$ cat src/rtl/instr_pkg.sv
package instr_pkg;
  typedef enum logic [1:0] {
    CLS_NONE  = 2'd0,
    CLS_SRC   = 2'd1,
    CLS_BOTH  = 2'd2,
    CLS_UNDEF = 2'd3
  } op_class_e;

  typedef enum logic [2:0] {
    ST_CW_LO = 3'd0,
    ST_CW_HI = 3'd1,
    ST_SRC   = 3'd2,
    ST_TGT   = 3'd3,
    ST_HOLD  = 3'd4
  } parse_st_e;

  function automatic op_class_e op_class(input logic [5:0] op);
    unique case (op)
      6'h00, 6'h0C, 6'h0D, 6'h10, 6'h1C, 6'h1D, 6'h20, 6'h2A, 6'h3A:
        op_class = CLS_NONE;
      6'h08, 6'h09, 6'h0A, 6'h11, 6'h18, 6'h19, 6'h1A, 6'h28, 6'h29,
      6'h2C, 6'h2D, 6'h31, 6'h33, 6'h3D:
        op_class = CLS_SRC;
      6'h01, 6'h02, 6'h03, 6'h04, 6'h05, 6'h06, 6'h07, 6'h0B,
      6'h13, 6'h14, 6'h15, 6'h16, 6'h17, 6'h1B,
      6'h21, 6'h22, 6'h23, 6'h24, 6'h25, 6'h26, 6'h27,
      6'h32, 6'h34, 6'h35, 6'h39:
        op_class = CLS_BOTH;
      default:
        op_class = CLS_UNDEF;
    endcase
  endfunction

  // operand byte count from type and size
  function automatic logic [2:0] opnd_bytes(input logic [1:0] kind, input logic [1:0] sz);
    unique case (kind)
      2'd2:    opnd_bytes = (sz == 2'd0) ? 3'd1 : (sz == 2'd1) ? 3'd2 : 3'd4;
      2'd3:    opnd_bytes = 3'd4;
      default: opnd_bytes = 3'd1;
    endcase
  endfunction
endpackage

$ cat src/rtl/instr_cw_decode.sv
module instr_cw_decode
  import instr_pkg::*;
(
  input  logic [15:0] cw_i,
  output op_class_e   cls_o,
  output logic [2:0]  src_len_o,
  output logic [2:0]  tgt_len_o,
  output logic [3:0]  total_len_o,
  output logic        bad_o
);
  logic [2:0] src_part, tgt_part;

  always_comb begin
    cls_o     = op_class(cw_i[13:8]);
    src_len_o = opnd_bytes(cw_i[1:0], cw_i[15:14]);
    tgt_len_o = opnd_bytes(cw_i[3:2], cw_i[15:14]);
    bad_o     = cw_i[7] | (cw_i[15:14] == 2'd3) | (cw_i[6:4] == 3'd7) | (cls_o == CLS_UNDEF);
    src_part  = (cls_o == CLS_SRC || cls_o == CLS_BOTH) ? src_len_o : 3'd0;
    tgt_part  = (cls_o == CLS_BOTH) ? tgt_len_o : 3'd0;
    total_len_o = 4'd2 + {1'b0, src_part} + {1'b0, tgt_part};
  end
endmodule

$ cat src/rtl/instr_opnd_reg.sv
module instr_opnd_reg #(
  parameter int OPND_W = 32,
  localparam int NBYTES = OPND_W / 8,
  localparam int IDX_W  = (NBYTES > 1) ? $clog2(NBYTES) : 1
) (
  input  logic              clk_i,
  input  logic              rst_ni,
  input  logic              clr_i,
  input  logic              wr_i,
  input  logic [IDX_W-1:0]  idx_i,
  input  logic [7:0]        byte_i,
  output logic [OPND_W-1:0] val_o
);
  always_ff @(posedge clk_i or negedge rst_ni) begin
    if (!rst_ni)    val_o <= '0;
    else if (clr_i) val_o <= '0;
    else if (wr_i)  val_o[idx_i*8 +: 8] <= byte_i;
  end
endmodule

$ cat src/rtl/instr_cond_eval.sv
module instr_cond_eval (
  input  logic [2:0] cond_i,
  input  logic       zero_i,
  input  logic       carry_i,
  output logic       pass_o
);
  always_comb begin
    unique case (cond_i)
      3'd0:    pass_o = 1'b1;
      3'd1:    pass_o = zero_i;
      3'd2:    pass_o = ~zero_i;
      3'd3:    pass_o = carry_i;
      3'd4:    pass_o = ~carry_i;
      3'd5:    pass_o = ~zero_i & ~carry_i;
      3'd6:    pass_o = zero_i | carry_i;
      default: pass_o = 1'b0;
    endcase
  end
endmodule

$ cat src/rtl/instr_parser.sv
module instr_parser
  import instr_pkg::*;
#(
  parameter int OPND_W = 32,
  localparam int NBYTES = OPND_W / 8,
  localparam int IDX_W  = (NBYTES > 1) ? $clog2(NBYTES) : 1
) (
  input  logic              clk_i,
  input  logic              rst_ni,
  input  logic [7:0]        byte_i,
  input  logic              byte_valid_i,
  output logic              byte_ready_o,
  input  logic              done_i,
  input  logic              zero_i,
  input  logic              carry_i,
  output logic              instr_valid_o,
  output logic              instr_invalid_o,
  output logic [5:0]        opcode_o,
  output logic [1:0]        size_o,
  output logic [2:0]        cond_o,
  output logic [1:0]        src_type_o,
  output logic [1:0]        tgt_type_o,
  output logic [OPND_W-1:0] src_val_o,
  output logic [OPND_W-1:0] tgt_val_o,
  output logic [3:0]        length_o,
  output logic              cond_pass_o
);
  parse_st_e        state_q;
  logic [15:0]      cw_q;
  logic [IDX_W-1:0] cnt_q;
  logic [3:0]       len_q;
  logic             vld_q, inv_q;

  logic [15:0] dec_cw;
  op_class_e   cls;
  logic [2:0]  src_len, tgt_len, cur_len;
  logic [3:0]  total_len;
  logic        bad, accept, last_byte, clr_opnd;
  logic [1:0]  opnd_wr;
  logic [OPND_W-1:0] opnd_val [2];

  // during the high control byte, decode from the incoming byte directly
  assign dec_cw = (state_q == ST_CW_HI) ? {byte_i, cw_q[7:0]} : cw_q;

  instr_cw_decode u_dec (
    .cw_i        (dec_cw),
    .cls_o       (cls),
    .src_len_o   (src_len),
    .tgt_len_o   (tgt_len),
    .total_len_o (total_len),
    .bad_o       (bad)
  );

  assign byte_ready_o = (state_q != ST_HOLD);
  assign accept       = byte_valid_i & byte_ready_o;
  assign cur_len      = (state_q == ST_TGT) ? tgt_len : src_len;
  assign last_byte    = ({{(3-IDX_W){1'b0}}, cnt_q} == cur_len - 3'd1);
  assign clr_opnd     = accept & (state_q == ST_CW_HI);
  assign opnd_wr[0]   = accept & (state_q == ST_SRC);
  assign opnd_wr[1]   = accept & (state_q == ST_TGT);

  for (genvar g = 0; g < 2; g++) begin : g_opnd
    instr_opnd_reg #(.OPND_W(OPND_W)) u_opnd (
      .clk_i  (clk_i),
      .rst_ni (rst_ni),
      .clr_i  (clr_opnd),
      .wr_i   (opnd_wr[g]),
      .idx_i  (cnt_q),
      .byte_i (byte_i),
      .val_o  (opnd_val[g])
    );
  end

  always_ff @(posedge clk_i or negedge rst_ni) begin
    if (!rst_ni) begin
      state_q <= ST_CW_LO;
      cw_q    <= '0;
      cnt_q   <= '0;
      len_q   <= '0;
      vld_q   <= 1'b0;
      inv_q   <= 1'b0;
    end else begin
      vld_q <= 1'b0;
      inv_q <= 1'b0;
      unique case (state_q)
        ST_CW_LO: if (accept) begin
          cw_q[7:0] <= byte_i;
          state_q   <= ST_CW_HI;
        end
        ST_CW_HI: if (accept) begin
          cw_q[15:8] <= byte_i;
          cnt_q      <= '0;
          len_q      <= bad ? 4'd2 : total_len;
          if (bad) begin
            inv_q   <= 1'b1;
            state_q <= ST_HOLD;
          end else if (cls == CLS_NONE) begin
            vld_q   <= 1'b1;
            state_q <= ST_HOLD;
          end else begin
            state_q <= ST_SRC;
          end
        end
        ST_SRC, ST_TGT: if (accept) begin
          if (last_byte) begin
            cnt_q <= '0;
            if (state_q == ST_SRC && cls == CLS_BOTH) begin
              state_q <= ST_TGT;
            end else begin
              vld_q   <= 1'b1;
              state_q <= ST_HOLD;
            end
          end else begin
            cnt_q <= cnt_q + 1'b1;
          end
        end
        ST_HOLD: if (done_i) state_q <= ST_CW_LO;
        default: state_q <= ST_CW_LO;
      endcase
    end
  end

  instr_cond_eval u_cond (
    .cond_i  (cw_q[6:4]),
    .zero_i  (zero_i),
    .carry_i (carry_i),
    .pass_o  (cond_pass_o)
  );

  assign instr_valid_o   = vld_q;
  assign instr_invalid_o = inv_q;
  assign opcode_o        = cw_q[13:8];
  assign size_o          = cw_q[15:14];
  assign cond_o          = cw_q[6:4];
  assign src_type_o      = cw_q[1:0];
  assign tgt_type_o      = cw_q[3:2];
  assign src_val_o       = opnd_val[0];
  assign tgt_val_o       = opnd_val[1];
  assign length_o        = len_q;


  valid_one_cycle_chk: assert property (@(posedge clk_i) disable iff (!rst_ni)
    instr_valid_o |=> !instr_valid_o);

  valid_invalid_excl_chk: assert property (@(posedge clk_i) disable iff (!rst_ni)
    !(instr_valid_o && instr_invalid_o));

  hold_no_ready_chk: assert property (@(posedge clk_i) disable iff (!rst_ni)
    (instr_valid_o || instr_invalid_o) |-> !byte_ready_o);

  stall_until_done_chk: assert property (@(posedge clk_i) disable iff (!rst_ni)
    (!byte_ready_o && !done_i) |=> !byte_ready_o);

  invalid_len_chk: assert property (@(posedge clk_i) disable iff (!rst_ni)
    instr_invalid_o |-> (length_o == 4'd2));

  valid_len_range_chk: assert property (@(posedge clk_i) disable iff (!rst_ni)
    instr_valid_o |-> (length_o >= 4'd2 && length_o <= 4'd10));

  cond_never_chk: assert property (@(posedge clk_i) disable iff (!rst_ni)
    (cond_o == 3'd7) |-> !cond_pass_o);
endmodule

$ cat config.mk
export PLATFORM = sky130hd
export DESIGN_NAME = instr_parser
export DESIGN_NICKNAME = d
export VERILOG_FILES = /design/src/rtl/instr_pkg.sv /design/src/rtl/instr_cw_decode.sv /design/src/rtl/instr_opnd_reg.sv /design/src/rtl/instr_cond_eval.sv /design/src/rtl/instr_parser.sv
export SDC_FILE = /design/constraint.sdc
export NUM_CORES = 1
export LEC_CHECK = 0
export BUFFER_PORTS_ARGS = -buffer_cell sky130_fd_sc_hd__clkbuf_2
export CORE_AREA = 2 2 127 129
export DETAILED_ROUTE_END_ITERATION = 16
export DIE_AREA = 0 0 129 131
export SYNTH_ARGS = -nofsm -noshare
export SYNTH_HDL_FRONTEND = slang
export SYNTH_SLANG_ARGS = --single-unit
$ cat constraint.sdc
create_clock -name clk_i -period 5 [get_ports clk_i]
set_input_delay 1.25 -clock clk_i [delete_from_list [all_inputs] [get_ports clk_i]]
set_output_delay 1.25 -clock clk_i [all_outputs]
set_load 0.03 [all_outputs]
Word level (Yosys, flattened, before mapping)
Memories as Yosys holds them, arrays and structs flattened.
Cells that the tools add are included.
{"block": "totals", "regBits": 91, "latch_bits": 0, "ram_bits": 0, "rom_bits": 128, "out_inout_bits": 87, "wordCells": 108, "memories": 1}
{"name": "(no name shown)", "depth": 64, "word_bits": 2, "rd": 1, "rd_ports_with_merged_regs": 0, "wr": 0, "line_no": "instr_pkg.sv:18", "rtl": "unique case (op)"}
{"block": "classes", "n_addsub": 5, "n_mul": 0, "div_mod_pow": 0, "order_cmp": 0, "n_eq_ne": 27, "n_shift": 2, "n_mux": 39, "n_bitwise": 11, "reduce_logical": 14}
{"operator": "2-to-1 mux 32 bit", "count": 4}
{"operator": "bitwise mux 32 bit", "count": 2}
{"operator": "2-to-1 mux 3 bit", "count": 13}
{"operator": "negation 5 -> 34 bit", "count": 1}
{"operator": "variable shift 8 x 34 -> 32 bit (first input constant)", "count": 1}
{"operator": "indexed part select 8 x 34 -> 32 bit", "count": 1}
{"operator": "2-to-1 mux 16 bit", "count": 1}
{"operator": "equality test 3 bit (second input constant)", "count": 5}
{"operator": "equality test 2 bit (second input constant)", "count": 7}
{"operator": "equality test 3 x 2 -> 1 bit (second input constant)", "count": 4}
{"operator": "case mux 3 bit (2 select lines)", "count": 2}
{"operator": "case mux 3 bit (4 select lines)", "count": 1}
{"operator": "inequality test 2 bit (second input constant)", "count": 5}
{"operator": "2-to-1 mux 1 bit", "count": 9}
{"operator": "case mux 1 bit (7 select lines)", "count": 1}
{"operator": "equality test 3 x 1 -> 1 bit (second input constant)", "count": 2}
{"operator": "zero test 3 bit", "count": 2}
{"operator": "2-to-1 mux 2 bit", "count": 3}
{"operator": "nonzero test 2 bit", "count": 3}
{"operator": "bitwise AND 1 bit", "count": 5}
{"operator": "AND reduction 5 bit", "count": 1}
{"operator": "adder 2 x 3 -> 4 bit (first input constant)", "count": 1}
{"operator": "adder 4 x 3 -> 4 bit", "count": 1}
{"operator": "equality test 2 x 1 -> 1 bit (second input constant)", "count": 2}
{"operator": "other kinds (15)", "count": 21}

Logic depth before layout (Yosys ltp)
{"block": "depth", "depth_word": 12, "mapped_depth": 19}

Cells and area by module
Synthesis repeated with hierarchy kept, for this count alone.
{"block": "hier_totals", "cells_unflattened": 426, "area_unflattened_um2": 4931.0}
{"module": "instr_opnd_reg", "n_inst": 2, "cells_each": 114, "area_per_inst_um2": 1463.9, "seq_area_each_um2": 800.8}
{"module": "instr_parser", "n_inst": 1, "cells_each": 133, "area_per_inst_um2": 1511.4, "seq_area_each_um2": 675.6}
{"module": "instr_cw_decode", "n_inst": 1, "cells_each": 55, "area_per_inst_um2": 410.4, "seq_area_each_um2": 0.0}
{"module": "instr_cond_eval", "n_inst": 1, "cells_each": 10, "area_per_inst_um2": 81.3, "seq_area_each_um2": 0.0}

Worst setup path after synthesis
No wires, ideal clock.
{"block": "synth_path", "path_type": "in2reg", "from": "in byte_i[1]", "to": "reg len_q[3], in the netlist length_o[3]", "setup_ps": 96, "t_arrival_ps": 4217, "t_required_ps": 4904, "setup_slack_ps": 687, "cell_stages": 16, "n_path_buf": 0, "cell_sequence": "mux2i_1 -> inv_1 -> ha_1 -> nor2_1 -> a21oi_1 -> o32a_1 -> mux2_2 -> ha_1 -> nand4b_1 -> ha_1 -> inv_1 -> ha_1 -> inv_1 -> fa_1 -> xor2_1 -> o31ai_1"}
{"block": "synth_between", "elab_chain_cells": 8}
{"item": "start, declared", "line_no": "instr_parser.sv:10", "rtl": "input logic [7:0] byte_i,"}
{"item": "2-to-1 mux 16 bit *", "line_no": "instr_parser.sv:43", "rtl": "assign dec_cw = (state_q == ST_CW_HI) ? {byte_i, cw_q[7:0]} : cw_q;"}
{"item": "memory (64 x 2 bit) *"}
{"item": "equality test 2 x 1 -> 1 bit or equality test 2 bit (tied branches)", "line_no": "instr_cw_decode.sv:18, instr_cw_decode.sv:19"}
{"item": "logical OR 1 bit", "line_no": "instr_cw_decode.sv:18", "rtl": "src_part = (cls_o == CLS_SRC || cls_o == CLS_BOTH) ? src_len_o : 3'd0;"}
{"item": "2-to-1 mux 3 bit", "line_no": "instr_cw_decode.sv:18"}
{"item": "adder 2 x 3 -> 4 bit", "line_no": "instr_cw_decode.sv:20", "rtl": "total_len_o = 4'd2 + {1'b0, src_part} + {1'b0, tgt_part};"}
{"item": "adder 4 x 3 -> 4 bit", "line_no": "instr_cw_decode.sv:20"}
{"item": "2-to-1 mux 4 bit *", "line_no": "instr_parser.sv:93", "rtl": "len_q <= bad ? 4'd2 : total_len;"}
{"item": "end signal, assigned", "line_no": "instr_parser.sv:93"}
{"item": "end, declared", "line_no": "instr_parser.sv:31", "rtl": "logic [3:0] len_q;"}
Every way passes the cells marked *; elsewhere a longest branch is shown, timed or not.
A chain may end at the register's enable or synchronous reset.

Worst setup path in the final report
{"block": "layout_path", "from": "reg state_q[1]", "to": "reg len_q[3], in the netlist length_o[3]"}
{"block": "layout_between", "elab_chain_cells": 10}
{"item": "start, declared", "line_no": "instr_parser.sv:28", "rtl": "parse_st_e state_q;"}
{"item": "start signal, assigned", "line_no": "instr_parser.sv:76", "rtl": "state_q <= ST_CW_LO;"}
{"item": "start signal, assigned", "line_no": "instr_parser.sv:88", "rtl": "state_q <= ST_CW_HI;"}
{"item": "start signal, assigned", "line_no": "instr_parser.sv:96", "rtl": "state_q <= ST_HOLD;"}
{"item": "branches (longest 10 deep; another with adder 2 x 3 -> 4 bit)"}
Parallel ways; which one is timed is not known.

==> impl_metrics.py <==
metrics = {
    "cells_and_area": {
        "final_cells": 785,
        "fillCellCount": 1585,
        "antennaDiodeCount": 0,
        "regArea_um2": 2280,
        "area_growth_pct": 20.8,
        "multi_input_area_um2": 2060,
        "final_common_cell": "nand2_1",
        "drive_above_1_share_pct": 26.5,
        "mostFrequentLayoutCells": "nand2_1 (108), clkbuf_2 (99), dfrtp_1 (91)",
        "nets": 596,
    },
    "timing": {
        "worstMarginPinSlew_ps": 1160,
        "finalSetupViolations": 0,
        "period_minus_slack_ps": 4530,
        "hold_violations": 0,
        "finalCritPeriodShare_pct": 90.5,
        "tns_ps": 0,
        "relSlewSlack_pct": 22.5,
        "skew_ps": 8.15,
        "hold_ws_ps": 480,
        "rsz0062_at_grt": "false",
        "fmax_mhz": 221,
        "slew_viol_final": 0,
    },
    "floorplan": {
        "dieArea_um2": 16900,
        "die_w_um": 129,
        "die-height_um": 131,
        "rows": 46,
        "initial_utilization_pct": 29.4,
        "ioPinCount": 101,
        "core_um2": 15600,
    },
    "clocking": {
        "clkTransAtPathRegs_ps": 70,
        "htreeDepth": 3,
        "root_buffer": "clkbuf_16",
        "cts_buffers": 9,
        "clock-sinks": 91,
        "cts_setup_buffers": 0,
        "hold_buffers": 0,
        "cts_max_path_buffers": 2,
        "postCtsResizedCells": 0,
        "cts_tree": "done",
        "clk_latency_ps": 350,
    },
    "synthesis": {
        "ys_seq_area_share_pct": 49.7,
        "synth_cells": 478,
        "synth_area_um2": 4580,
        "ys_warn_count": 0,
        "ys_seq_elements": 91,
        "synth-edff-count": 0,
        "yosys.cell_types.count": 58,
        "synth-async-reset-ratio_pct": 100,
        "syn_nets": 510,
        "synth_area_per_cell_um2": 9.58,
        "dominantRegCellSynth": "dfrtp_1",
    },
    "setup_path": {
        "critPathLaunchType": "register",
        "cp_max_fo": 15,
        "worstSetupStartpoint": "state_q[1]$_DFFE_PN0P_",
        "critPathKind": "register to register",
        "required_ps": 5240,
        "r2r-start": "state_q[1]$_DFFE_PN0P_",
        "worstPathArrival_ps": 4770,
        "critical_path.endpoint_type": "register",
        "regToRegSetupSlack_ps": 470,
    },
    "global_route": {
        "antenna_found_initial": 0,
        "grt_max_degree": 92,
        "grt_pass1_wl_um": 19700,
        "globalRouteTotalUtil_pct": 15.4,
        "grt_remaining_overflow": 0,
        "grt_pass1_vias": 3585,
    },
    "drt": {
        "routed_wl_um": 12600,
        "vias": 3709,
        "drt.antenna.violating_nets": 0,
        "detail_route.wl_per_cell_um": 16.1,
        "drc": 0,
        "drt-initial-drc-count": 140,
        "vias_per_cell": 4.72,
        "drt_first_pass_iters": 4,
    },
    "power_and_ir_drop": {
        "leakagePower_nw": 2.60,
        "ir_worst_vdd_mv": 0.299,
        "power.density_nw_per_um2": 640,
    },
    "placement": {
        "io_buffers": 100,
        "hpwl_um": 9240,
        "dp.cells": 769,
        "gp_congestion": 0.822,
    },
    "min_path": {
        "hold_class": "register to register",
        "hp-start": "g_opnd[0].u_opnd.val_o[19]$_DFFE_PN0P_",
    },
    "flow_run": {
        "maxCapViolCount": 0,
    },
    "outcome": {
        "status": "finished clean",
    },
}
Yosys cell counts, types with 4 or more instances:
cell,instances,area share [%]
buf_2,4,0.44
nand3_1,15,1.6
buf_4,16,2.6
nand2b_1,5,0.68
o21ai_0,73,8.0
nand4_1,4,0.55
and2_1,5,0.68
dfrtp_1,91,50
mux2i_1,7,1.5
mux2_2,20,4.9
a21oi_1,8,0.87
nor2b_1,4,0.55
nand2_1,108,8.9
a21o_1,5,0.82
nor2_1,20,1.6
clkbuf_1,9,0.74
inv_1,11,0.90
ha_1,17,4.6
o21ai_1,5,0.55
flip-flops by register name, indices dropped and copies added, names as in the netlist:
register / count
g_opnd.u_opnd.val_o: 64
cw_q: 16
length_o: 4
state_q: 3
cnt_q: 2
instr_invalid_o: 1
instr_valid_o: 1
where the power goes:
| group | total (mW) | leakage [nW] | switching [mW] | internal (mW) |
|---|---|---|---|---|
| logic | 1.76 | 1.23 | 1.13 | 0.628 |
| registers | 1.04 | 1.21 | 0.159 | 0.884 |
| clock network | 0.739 | 0.161 | 0.298 | 0.442 |
| total | 3.54 | 2.60 | 1.59 | 1.95 |
per-stage QoR:
stage / worst slack, ps / area (µm²) / util (%) / power, mW
2_1_floorplan: 687 / 4580 / - / 2.40
3_3_place_gp: 399 / 5210 / 33.4 / 2.76
3_5_place_dp: 204 / 5210 / 33.4 / 2.81
4_1_cts: 469 / 5530 / 35.5 / 3.57
5_1_grt: 138 / 5530 / 35.5 / 3.80
6_report: 473 / 5530 / 35.5 / 3.54
worst paths after layout:
check	cells after the start	end
setup / recovery	17	length_o[3]$_DFFE_PN0P_
hold / removal	2	g_opnd[0].u_opnd.val_o[19]$_DFFE_PN0P_
setup reg to reg	17	length_o[3]$_DFFE_PN0P_
hold reg to reg	2	g_opnd[0].u_opnd.val_o[19]$_DFFE_PN0P_
max in group asynchronous	1	g_opnd[1].u_opnd.val_o[7]$_DFFE_PN0P_
min in group asynchronous	1	length_o[1]$_DFFE_PN0P_
area by class of cell:
type | count | area share, %
clock buffer | 9 | 4.07
sequential | 91 | 41.1
timing repair buffer | 107 | 10.0
inverter | 12 | 0.814
multi-input combinational | 343 | 37.3
clock inverter | 7 | 1.74
tap | 216 | 4.88
worst max-delay path: stages, from the launching register on:
cell and delay, ps:
dfrtp_1 560, nor3b_4 390, mux2i_1 510, inv_1 200, ha_1 240, nor2_1 160, a21oi_1 60, o32a_1 170
mux2_2 300, ha_1 330, nand4b_1 200, ha_1 300, inv_1 60, ha_1 140, inv_1 50, fa_1 370
xor2_1 170, o31ai_1 210
per-layer routing:
| layer | share of wire, % | track usage, % | vias up |
|---|---|---|---|
| li1 | - | - | 1803 |
| met3 | 5.1 | 4.19 | 6 |
| met5 | 0 | 0 | - |
| met1 | 44 | 19.7 | 1809 |
| met2 | 50 | 25.9 | 91 |
| met4 | 0.78 | 3.84 | 0 |
cell families (layout without fill, tap and decap cells):
logic type	after synthesis	count (layout)	synth area share, %
buf+inv	44	135	5.19
flops	91	91	49.7
mux	29	29	7.08
xor+xnor	4	4	0.765
compound gates	113	113	14.3
fa+ha+maj	18	18	5.08
simple gates	179	179	17.9
Note: power is estimated with default switching activity, not from simulation.
